--- src/rtl/boot_ldr_pkg.sv ---
package boot_ldr_pkg;
    typedef enum logic [2:0] {
        LDR_OFF   = 3'd0,
        LDR_WAIT  = 3'd1,
        LDR_LOAD  = 3'd2,
        LDR_JUMP  = 3'd3,
        LDR_HALT  = 3'd4
    } ldr_state_e;
endpackage

--- src/rtl/boot_ldr_init_det.sv ---
module boot_ldr_init_det #(
    parameter int unsigned          DATA_W    = 8,
    parameter logic [DATA_W-1:0]    INIT_CHAR = '0
) (
    input  logic              valid_i,
    input  logic [DATA_W-1:0] data_i,
    output logic              hit_o
);
    always_comb begin
        hit_o = valid_i && (data_i == INIT_CHAR);
    end
endmodule

--- src/rtl/boot_ldr_cnt.sv ---
module boot_ldr_cnt #(
    parameter int unsigned LIMIT = 32,
    localparam int unsigned CNT_W = (LIMIT > 1) ? $clog2(LIMIT) : 1
) (
    input  logic             clk,
    input  logic             rst_n,
    input  logic             inc_i,
    output logic [CNT_W-1:0] count_o,
    output logic             last_o
);
    localparam logic [CNT_W-1:0] LAST_VAL = CNT_W'(LIMIT - 1);

    always_ff @(posedge clk) begin
        if (!rst_n) begin
            count_o <= '0;
        end else if (inc_i) begin
            count_o <= (count_o == LAST_VAL) ? '0 : count_o + 1'b1;
        end
    end

    always_comb begin
        last_o = (count_o == LAST_VAL);
    end

    AST_CNT_BOUND: assert property (@(posedge clk) disable iff (!rst_n)
        count_o <= LAST_VAL);
endmodule

--- src/rtl/boot_loader_seq.sv ---
module boot_loader_seq
    import boot_ldr_pkg::*;
#(
    parameter int unsigned          DATA_W    = 8,
    parameter int unsigned          ADDR_W    = 16,
    parameter int unsigned          IMG_BYTES = 32,
    parameter logic [ADDR_W-1:0]    BASE_ADDR = 16'hFA40,
    parameter logic [DATA_W-1:0]    INIT_CHAR = 8'h00
) (
    input  logic              clk,
    input  logic              rst_n,
    input  logic              boot_mode_i,
    input  logic              rx_valid_i,
    input  logic [DATA_W-1:0] rx_data_i,
    output logic              ram_we_o,
    output logic [ADDR_W-1:0] ram_addr_o,
    output logic [DATA_W-1:0] ram_wdata_o,
    output logic              jump_req_o,
    output logic [ADDR_W-1:0] jump_addr_o
);
    localparam int unsigned CNT_W = (IMG_BYTES > 1) ? $clog2(IMG_BYTES) : 1;

    ldr_state_e       state_q, state_d;
    logic             init_hit;
    logic             take_byte;
    logic [CNT_W-1:0] byte_idx;
    logic             byte_last;

    boot_ldr_init_det #(
        .DATA_W    (DATA_W),
        .INIT_CHAR (INIT_CHAR)
    ) u_init_det (
        .valid_i (rx_valid_i),
        .data_i  (rx_data_i),
        .hit_o   (init_hit)
    );

    assign take_byte = (state_q == LDR_LOAD) && rx_valid_i;

    boot_ldr_cnt #(
        .LIMIT (IMG_BYTES)
    ) u_cnt (
        .clk     (clk),
        .rst_n   (rst_n),
        .inc_i   (take_byte),
        .count_o (byte_idx),
        .last_o  (byte_last)
    );

    // next-state logic
    always_comb begin
        state_d = state_q;
        unique case (state_q)
            LDR_OFF:  if (boot_mode_i)            state_d = LDR_WAIT;
            LDR_WAIT: if (init_hit)               state_d = LDR_LOAD;
            LDR_LOAD: if (take_byte && byte_last) state_d = LDR_JUMP;
            LDR_JUMP:                             state_d = LDR_HALT;
            LDR_HALT:                             state_d = LDR_HALT;
            default:                              state_d = LDR_OFF;
        endcase
    end

    // state register
    always_ff @(posedge clk) begin
        if (!rst_n) state_q <= LDR_OFF;
        else        state_q <= state_d;
    end

    // registered outputs
    always_ff @(posedge clk) begin
        if (!rst_n) begin
            ram_we_o    <= 1'b0;
            ram_addr_o  <= '0;
            ram_wdata_o <= '0;
            jump_req_o  <= 1'b0;
            jump_addr_o <= '0;
        end else begin
            ram_we_o <= take_byte;
            if (take_byte) begin
                ram_addr_o  <= BASE_ADDR + ADDR_W'(byte_idx);
                ram_wdata_o <= rx_data_i;
            end
            jump_req_o  <= (state_q == LDR_JUMP);
            jump_addr_o <= (state_q == LDR_JUMP) ? BASE_ADDR : '0;
        end
    end

    AST_WE_FROM_LOAD: assert property (@(posedge clk) disable iff (!rst_n)
        ram_we_o |-> $past(state_q) == LDR_LOAD);
    AST_ADDR_IN_IMAGE: assert property (@(posedge clk) disable iff (!rst_n)
        ram_we_o |-> (ram_addr_o - BASE_ADDR) < ADDR_W'(IMG_BYTES));
    AST_WAIT_HOLDS: assert property (@(posedge clk) disable iff (!rst_n)
        (state_q == LDR_WAIT && !init_hit) |=> state_q == LDR_WAIT);
    AST_JUMP_ADDR: assert property (@(posedge clk) disable iff (!rst_n)
        jump_req_o |-> jump_addr_o == BASE_ADDR);
    AST_JUMP_PULSE: assert property (@(posedge clk) disable iff (!rst_n)
        jump_req_o |=> !jump_req_o);
    AST_HALT_QUIET: assert property (@(posedge clk) disable iff (!rst_n)
        (state_q == LDR_HALT) |=> !ram_we_o);
    AST_OFF_QUIET: assert property (@(posedge clk) disable iff (!rst_n)
        (state_q == LDR_OFF) |=> !ram_we_o && !jump_req_o);
endmodule

--- config.mk ---
export PLATFORM = sky130hd
export DESIGN_NAME = boot_loader_seq
export DESIGN_NICKNAME = d
export VERILOG_FILES = /design/src/rtl/boot_ldr_pkg.sv /design/src/rtl/boot_ldr_init_det.sv /design/src/rtl/boot_ldr_cnt.sv /design/src/rtl/boot_loader_seq.sv
export SDC_FILE = /design/constraint.sdc
export NUM_CORES = 1
export LEC_CHECK = 0
export BUFFER_PORTS_ARGS = -buffer_cell sky130_fd_sc_hd__buf_2
export CAP_MARGIN = 30
export CORE_ASPECT_RATIO = 1.4
export CORE_UTILIZATION = 48
export CTS_BUF_LIST = sky130_fd_sc_hd__clkbuf_8
export CTS_CLUSTER_SIZE = 8
export DETAILED_ROUTE_END_ITERATION = 8
export GPL_TIMING_DRIVEN = 0
export PLACE_DENSITY = 0.81
export RECOVER_POWER = 100
export SYNTH_ARGS = -nofsm -noshare
export SYNTH_HDL_FRONTEND = slang
export SYNTH_SLANG_ARGS = --single-unit
--- constraint.sdc ---
create_clock -name clk -period 2 [get_ports clk]
set_input_delay 0.4 -clock clk [delete_from_list [all_inputs] [get_ports clk]]
set_output_delay 0.4 -clock clk [all_outputs]
set_load 0.05 [all_outputs]
### Word level (Yosys, flattened, before mapping)

Index checks and enable logic that the tools add are counted.

| word-level totals | value |
|---|---|
| logic and storage cells | 30 |
| output and inout bits | 42 |
| bits of input ports | 12 |
| bits in registers | 50 |

| cells by class | value |
|---|---|
| equality and inequality tests | 8 |
| multiplexer cells | 6 |
| add/subtract/negate cells | 2 |
| reduce and logical (&&, ||, !) cells | 7 |

Operators by type and width:

| cell | number |
|---|---|
| $mux 16 | 1 |
| $add 12x6->13 const A | 1 |
| $pmux 3 s4 | 1 |
| $mux 3 | 3 |
| $logic_not 8->1 | 1 |
| $eq 3x2->1 const B | 2 |
| $add 5x1->5 const B | 1 |
| $eq 5x5->1 const B | 1 |
| $mux 5 | 1 |
| $ne 2x2->1 const B | 2 |
| $eq 3x1->1 const B | 1 |
| $eq 3x3->1 const B | 1 |
| $logic_and 1x1->1 | 3 |
| $logic_not 3->1 | 1 |
| $reduce_and 3->1 | 1 |
| $ne 2x1->1 const B | 1 |
| $reduce_or 2->1 | 1 |

### Depth between registers and ports, before layout

Gate-level depths: netlist of the first run.

| logic depth | value |
|---|---|
| depth after elaboration | 5 |
| gate-level depth with buffers | 6 |
| depth with buffers taken out | 6 |

### Cells and area by module

Synthesis of the first run repeated with hierarchy kept, for this count alone.

| unflattened totals | value |
|---|---|
| cells, all modules | 137 |
| area total of the unflattened synthesis | 1229.9 sq um |

By module, submodules not included:

| module | sequential area each (sq um) | instances | area each (sq um) | cells an instance |
|---|---|---|---|---|
| boot_loader_seq | 380.4 | 1 | 957.2 | 109 |
| boot_ldr_cnt | 100.1 | 1 | 244.0 | 25 |
| boot_ldr_init_det | 0.0 | 1 | 28.8 | 3 |

### Worst setup path after synthesis of the first run

OpenSTA, ideal clock, no wires.

| timing | value |
|---|---|
| kind | register to register |
| from | reg u_cnt.count_o[0] |
| to | reg u_cnt.count_o[3] |
| data required time | 1.930 ns |
| clock period less this slack | 1.627 ns |
| library setup time | 0.070 ns |
| setup slack | 0.373 ns |
| arrival time | 1.557 ns |
| buffers on the path | 0 |
| stages on the path, launching flop included | 6 |
| cells stage by stage | dfxtp_1 ha_1 and3_1 ha_1 or4_1 a21boi_1 |

| between the ends | value |
|---|---|
| cells in the longest elaborated chain, start to end | 2 |

RTL lines:

| item | RTL line | text |
|---|---|---|
| from (decl) | boot_ldr_cnt.sv:8 | `output logic [CNT_W-1:0] count_o,` |
| from (signal assigned) | boot_ldr_cnt.sv:17 | `count_o <= (count_o == LAST_VAL) ? '0 : count_o + 1'b1;` |
| $add 5x1->5 or $eq 5x5->1 (tied branches) | boot_ldr_cnt.sv:17 |  |
| $mux 5 * | boot_ldr_cnt.sv:17 |  |

Every way passes the cells marked *; elsewhere a longest branch is shown, timed or not.
A chain may end at the register's enable or synchronous reset.

### Worst setup path after layout of the first run

| timing | value |
|---|---|
| from | reg u_cnt.count_o[0] |
| to | reg state_q[0] |

| between the ends | value |
|---|---|
| cells in the longest elaborated chain, start to end | 4 |

RTL lines:

| item | RTL line | text |
|---|---|---|
| $eq 5x5->1 | boot_ldr_cnt.sv:22 | `last_o = (count_o == LAST_VAL);` |
| $logic_and 1x1->1 | boot_loader_seq.sv:56 | `LDR_LOAD: if (take_byte && byte_last) state_d = LDR_JUMP;` |
| $ne 2x1->1 (no line) | -- |  |
| $reduce_and 3->1 (no line) | -- |  |
| to (signal assigned) | boot_loader_seq.sv:66 | `else state_q <= state_d;` |
| to (decl) | boot_loader_seq.sv:23 | `ldr_state_e state_q, state_d;` |

Every way passes these cells.

==> results by group, run 1 <==
Finish
  – Sequential cell area: 480 sq um
  – Layout cells sized above 1: 0.215
  – FILL cells: 241
  – Post-route cell area: 0.00150 sq mm
  – Area growth, synth to finish: 25.2%
  – Area taken by multi-input logic gates: 531 sq um
  – Fin nets: 210
  – Diode count: 0

Global route
  – GRT Util Overall: 0.183
  – Vias in the first global route: 893
  – First-pass GRT wire length: 3730 microns
  – Largest net degree at the start of global routing: 15
  – Initial antenna violation count: 0
  – GRT overflow: 0

Timing
  – Final Critical Period: 1.80 ns
  – Slew @ Worst Pin: 0.603 ns
  – Final Max Slew Viols: 0
  – Final setup margin: approximately 0.2 ns
  – Fin Setup TNS: 0 ns
  – Final Hold Fails: 0
  – Upper clock frequency limit: 554 MHz
  – Crit share post-route: 0.902
  – RSZ-0062 raised after global routing: false
  – Slew headroom: 0.599
  – Setup-failing EPs final: 0
  – Worst Skew: 0.00620 ns
  – Hold Slack: 0.378 ns

Clocking
  – Worst-Skew Late Latency: 0.27 ns
  – Cts hold-fix bufs: 0
  – Post-CTS Resized: 0
  – H-tree depth: 1
  – Post-CTS Setup Repair Bufs: 0
  – Clock buffer count from CTS: 3
  – CTS root buf: clkbuf_8
  – CTS tree: built
  – Sink Count: 24
  – CTS clock-pin slew for the worst setup and hold paths: around 0.080 ns
  – Clock Tree Buf Depth: 2

Synthesis
  – Post-synthesis cell count: 139
  – Top area cells in the synthesized netlist: dfxtp_1 40%, buf_4 17%, nand2_1 10%
  – Top_reg_cell synth: dfxtp_1
  – Yosys warns: 0
  – Asr flop ratio synth: 0
  – Register bit total from synthesis: 24
  – Synthesized cell area: 0.00119 sq mm
  – Post-synth EDFFs: 0
  – Sequential element share of the synthesized area: 0.402
  – Yosys top cell area share: 0.402
  – Syn Area/Cell: 8.60 sq um
  – Post-synth top area cell: dfxtp_1
  – Top-count cell post-synth: nand2_1
  – Yosys cell types: 34
  – Synth top cells by count: 32 x nand2_1, 27 x buf_4, 24 x dfxtp_1

Drt
  – DR WL/cell: 10.9 microns
  – Pre-Repair DR Iteration Count: 7
  – Via count: 1051
  – Drt initial violations: 41
  – Drc violations: 0
  – Via density: 4.82
  – Total Wirelength: between 2000 and 2500 microns
  – Final ANT Viol Nets: 0

Floorplanning
  – Die X: 44.2 microns
  – IO Count: 54
  – Core Region: 0.00236 sq mm
  – Initial Utilization: 0.505
  – Num rows: 21
  – Die H: ~60 microns
  – Die area: approximately 0.0027 sq mm

Place
  – GPL Wtd Cong: 0.747
  – Port bufs: 40
  – DPL Wire Length: approximately 1800 microns
  – Pre-CTS WS: 0.230 ns
  – Placed Area: 0.00147 sq mm

Pwr
  – Pwr dens: just under 700 mW/mm^2
  – Internal: 781 uW
  – Combinational share of power: 0.108
  – Switch share: 0.224
  – Pleak: between 0.6 and 0.7 nW
  – Sequential share of power: 0.478
  – Maximum VDD drop: 0.631 mV
  – Clock power share: 0.415
  – P_sw: 225 uW

Worst setup path
  – Startpoint types: register
  – Critical Path End Type: register
  – Critical path peak fanout: 6
  – Reg2reg setup slack: 0.20 ns
  – Crit path kind: reg2reg
  – FF-to-FF path depth: 6
  – Arrival time worst endpoint: 1.94 ns
  – WP data required: 2.14 ns

Worst hold path
  – Hold path cells: 3
  – Worst min path class: in2reg

Run status
  – Outcome: finished, final reports clean

Job
  – MaxCap Viol Count: 0
## state kept, by name, indices dropped and copies added (netlist names)
register       count
ram_wdata_o        8
ram_addr_o         6
u_cnt.count_o      5
state_q            3
jump_addr_o        1
ram_we_o           1
## cell families (layout without fill, tap and decap cells)
group	count (synthesis)	after routing	share of synthesized area
fa+ha+maj	2	2	0.0209
compound gates	26	26	0.161
buf+inv	33	77	0.192
other cells	1	13	0.00314
simple gates	53	53	0.221
flops	24	24	0.402
## cells in the final DEF, fill, tap and decap left out
cell        n
nand2_1    32
and4bb_1    1
conb_1     13
buf_4      26
nor3_1      3
ha_1        2
or3_1       1
nor4b_1     1
or4b_1      1
o21ai_0     2
clkbuf_8    3
or4_1       1
and2b_1     1
and2_0      1
bufinv_16   1
o311ai_0    1
nand4bb_1   1
o21a_1      2
nand3b_1    1
inv_1       1
a21boi_1    1
or2_2       1
a31oi_1     2
and3_1      2
buf_2      11
nand3_1     1
nor3b_1     1
a31o_1      1
a21boi_0   16
clkbuf_1   34
nand2b_1    1
dfxtp_1    24
buf_1       1
nor2_1      2
nor2b_1     1
a32o_1      1
## final timing paths
path | startpoint | to
setup / recovery | u_cnt.count_o[0] | state_q[0]
hold / removal | rx_data_i[5] | ram_wdata_o[5]
setup reg to reg | u_cnt.count_o[0] | state_q[0]
hold reg to reg | ram_addr_o[4] | ram_addr_o[4]
## critical path, cell delays in order, from the launching register on
cell and delay, ns:
dfxtp_1 0.38, ha_1 0.24, and3_1 0.19, ha_1 0.24, and3_1 0.19, o311ai_0 0.37
a31oi_1 0.07
## layer usage
metal / routed length, microns / part of all wire / up-vias / track usage
met3: 150 / 0.063 / 4 / 0.0205
li1: - / - / 537 / -
met2: 1190 / 0.50 / 41 / 0.332
met1: 1000 / 0.42 / 469 / 0.215
met5: 0 / 0 / - / 0
met4: 31 / 0.013 / 0 / 0.0779
## metrics by stage
stage,power (mW),util,instances
after global placement,0.599,0.621,214
final,1.01,0.633,218
after global routing,1.04,0.633,218
after CTS,1.01,0.651,218
after detailed placement,0.600,0.621,214
after floorplan,0.581,-,151
## power by group through the flow
| stage | clock network [mW] | registers, mW | logic [mW] |
|---|---|---|---|
| 2_1_floorplan | 0 | 0.492 | 0.0894 |
| 3_3_place_gp | 0 | 0.492 | 0.107 |
| 3_5_place_dp | 0 | 0.492 | 0.108 |
| 4_1_cts | 0.424 | 0.481 | 0.108 |
| 5_1_grt | 0.446 | 0.481 | 0.114 |
| 6_report | 0.418 | 0.481 | 0.108 |
## layout make-up
class / count / share of cell area
clock buffer: 3 / 0.0276
timing repair buffer: 40 / 0.109
inverter: 1 / 0.00251
multi-input combinational: 94 / 0.355
buffer: 32 / 0.146
sequential: 24 / 0.321
clock inverter: 1 / 0.0201
tap: 23 / 0.0192
Power figures use the tool's default switching activity.
==> inputs of run 2 (changes only) <==
==> constraint.sdc (replaced) <==
create_clock -name clk -period 1.8 [get_ports clk]
set_input_delay 0.36 -clock clk [delete_from_list [all_inputs] [get_ports clk]]
set_output_delay 0.36 -clock clk [all_outputs]
set_load 0.05 [all_outputs]
==> results by group, run 2 (synthesis results as in run 1) <==
Pwr
  – P_sw: 251 uW
  – Clock power share: 0.415
  – Internal: between 800 and 900 uW
  – Switch share: 0.224
  – Pwr dens: 738 mW/mm^2
  – Maximum VDD drop: 0.696 mV
  – Sequential share of power: 0.477
  – Pleak: between 0.6 and 0.7 nW
  – Combinational share of power: 0.108

Clocking
  – Clock buffer count from CTS: 3
  – Post-CTS Setup Repair Bufs: 0
  – Sink Count: 24
  – Clock Tree Buf Depth: 2
  – Post-CTS Resized: 1
  – CTS clock-pin slew for the worst setup and hold paths: 0.08 ns
  – Worst-Skew Late Latency: 0.27 ns
  – Cts hold-fix bufs: 0
  – CTS tree: built
  – H-tree depth: 1
  – CTS root buf: clkbuf_8

Timing
  – Crit share post-route: 0.958
  – RSZ-0062 raised after global routing: false
  – Worst Skew: 0.00512 ns
  – Fin Setup TNS: 0 ns
  – Slew headroom: 0.606
  – Final Critical Period: 1.72 ns
  – Upper clock frequency limit: around 580 MHz
  – Setup-failing EPs final: 0
  – Final Max Slew Viols: 0
  – Slew @ Worst Pin: 0.594 ns
  – Final Hold Fails: 0

Floorplanning
  – Die area: between 0.002 and 0.003 sq mm
  – Num rows: 21
  – Die X: 44.2 microns
  – Initial Utilization: 0.505
  – IO Count: 54
  – Core Region: approximately 0.0024 sq mm
  – Die H: 61.0 microns

Worst setup path
  – Critical Path End Type: register
  – Startpoint types: register
  – Crit path kind: reg2reg
  – Worst stage delay on the critical path: roughly 0.5 ns
  – Crit path cell chain: ha_1 -> and3_1 -> ha_2 -> or4_1 -> a21boi_1
  – Critical path peak fanout: 6
  – Slowest CP cell: or4_1
  – Critical path buffer and inverter count: 0
  – CP top delay family: simple AND/OR/NAND/NOR gates
  – Arrival time worst endpoint: 1.93 ns
  – WP data required: ~2 ns

Global route
  – First-pass GRT wire length: roughly 3700 microns
  – Vias in the first global route: just under 900
  – Initial antenna violation count: 0
  – GRT overflow: 0
  – GRT Util Overall: 0.183
  – Largest net degree at the start of global routing: 15

Finish
  – Diode count: 0
  – Largest regs: ram_wdata_o: 8 flops, ram_addr_o: 6 flops, u_cnt.count_o: 5 flops
  – Fin nets: 210
  – Cell Count, Final, Fillers Out: roughly 220
  – Post-route cell area: 0.00152 sq mm
  – Most common cell after layout, fill and taps aside: nand2_1
  – Layout cells sized above 1: 0.292
  – Max FFs per register: 8
  – Top reg by flops: ram_wdata_o
  – Area growth, synth to finish: 26.9%
  – Commonest non-fill, non-tap cells in the layout: 32 x nand2_1, 26 x buf_4, 24 x dfxtp_1

Drt
  – Pre-Repair DR Iteration Count: 6
  – Drt initial violations: 40
  – Total Wirelength: 2340 microns
  – Via count: 1057
  – Final ANT Viol Nets: 0
  – Drc violations: 0
  – DR WL/cell: 10.7 microns
  – Via density: 4.85

Place
  – GPL Wtd Cong: 0.747
  – Placed Area: around 0.0015 sq mm
  – DPL Wire Length: 1780 microns
  – Placed cell count: between 200 and 250
  – Port bufs: 40

Worst hold path
  – Worst min path class: in2reg

Job
  – MaxCap Viol Count: 0

Run status
  – Outcome: finished, final reports clean
run 2: cell counts in the layout (fill, tap and decap cells not counted):
No cell type changed its count.
run 2: power groups by stage:
| stage | logic (mW) | clock network (mW) | registers [mW] |
|---|---|---|---|
| after floorplan | 0.0993 | 0 | 0.546 |
| after global placement | 0.119 | 0 | 0.547 |
| after detailed placement | 0.120 | 0 | 0.547 |
| after CTS | 0.120 | 0.472 | 0.534 |
| after global routing | 0.128 | 0.495 | 0.535 |
| final | 0.121 | 0.465 | 0.534 |
run 2: per-layer routing:
metal | global-route usage | share of wire | up-vias
li1 | - | - | 541
met1 | 0.215 | 0.41 | 465
met2 | 0.332 | 0.50 | 47
met3 | 0.0205 | 0.070 | 4
met4 | 0.0779 | 0.015 | 0
met5 | 0 | 0 | -
run 2: tightest hold or removal path: stages:
cell and delay, ns:
buf_1 0.08, nand2_1 0.05, a21boi_0 0.07
run 2: cell type report:
type	count	area, sq um
flip-flops and latches	24	480
clock buffers	3	41.3
fillers	229	848
repair buffers	40	179
well taps	23	28.8
plain buffers	32	220
clock inverters	1	30.0
inverters	1	3.75
multi-input cells	94	533
run 2: per-stage QoR:
step           setup WS [ns]   util  power (mW)  hold WS [ns]
2_1_floorplan          0.173      -       0.646         0.448
6_report              0.0763  0.641        1.12         0.336
5_1_grt              0.00468  0.641        1.16         0.357
3_3_place_gp          0.0835  0.621       0.665         0.441
4_1_cts               0.0186  0.651        1.13         0.335
3_5_place_dp          0.0295  0.621       0.666         0.450
run 2: final timing paths:
path	from	end	slack (ns)	cells past startpoint
max	u_cnt.count_o[0]	u_cnt.count_o[3]	0.08	5
min	rx_data_i[5]	ram_wdata_o[5]	0.34	3
max reg2reg	u_cnt.count_o[0]	u_cnt.count_o[3]	0.08	5
min reg2reg	ram_addr_o[4]	ram_addr_o[4]	0.46	2
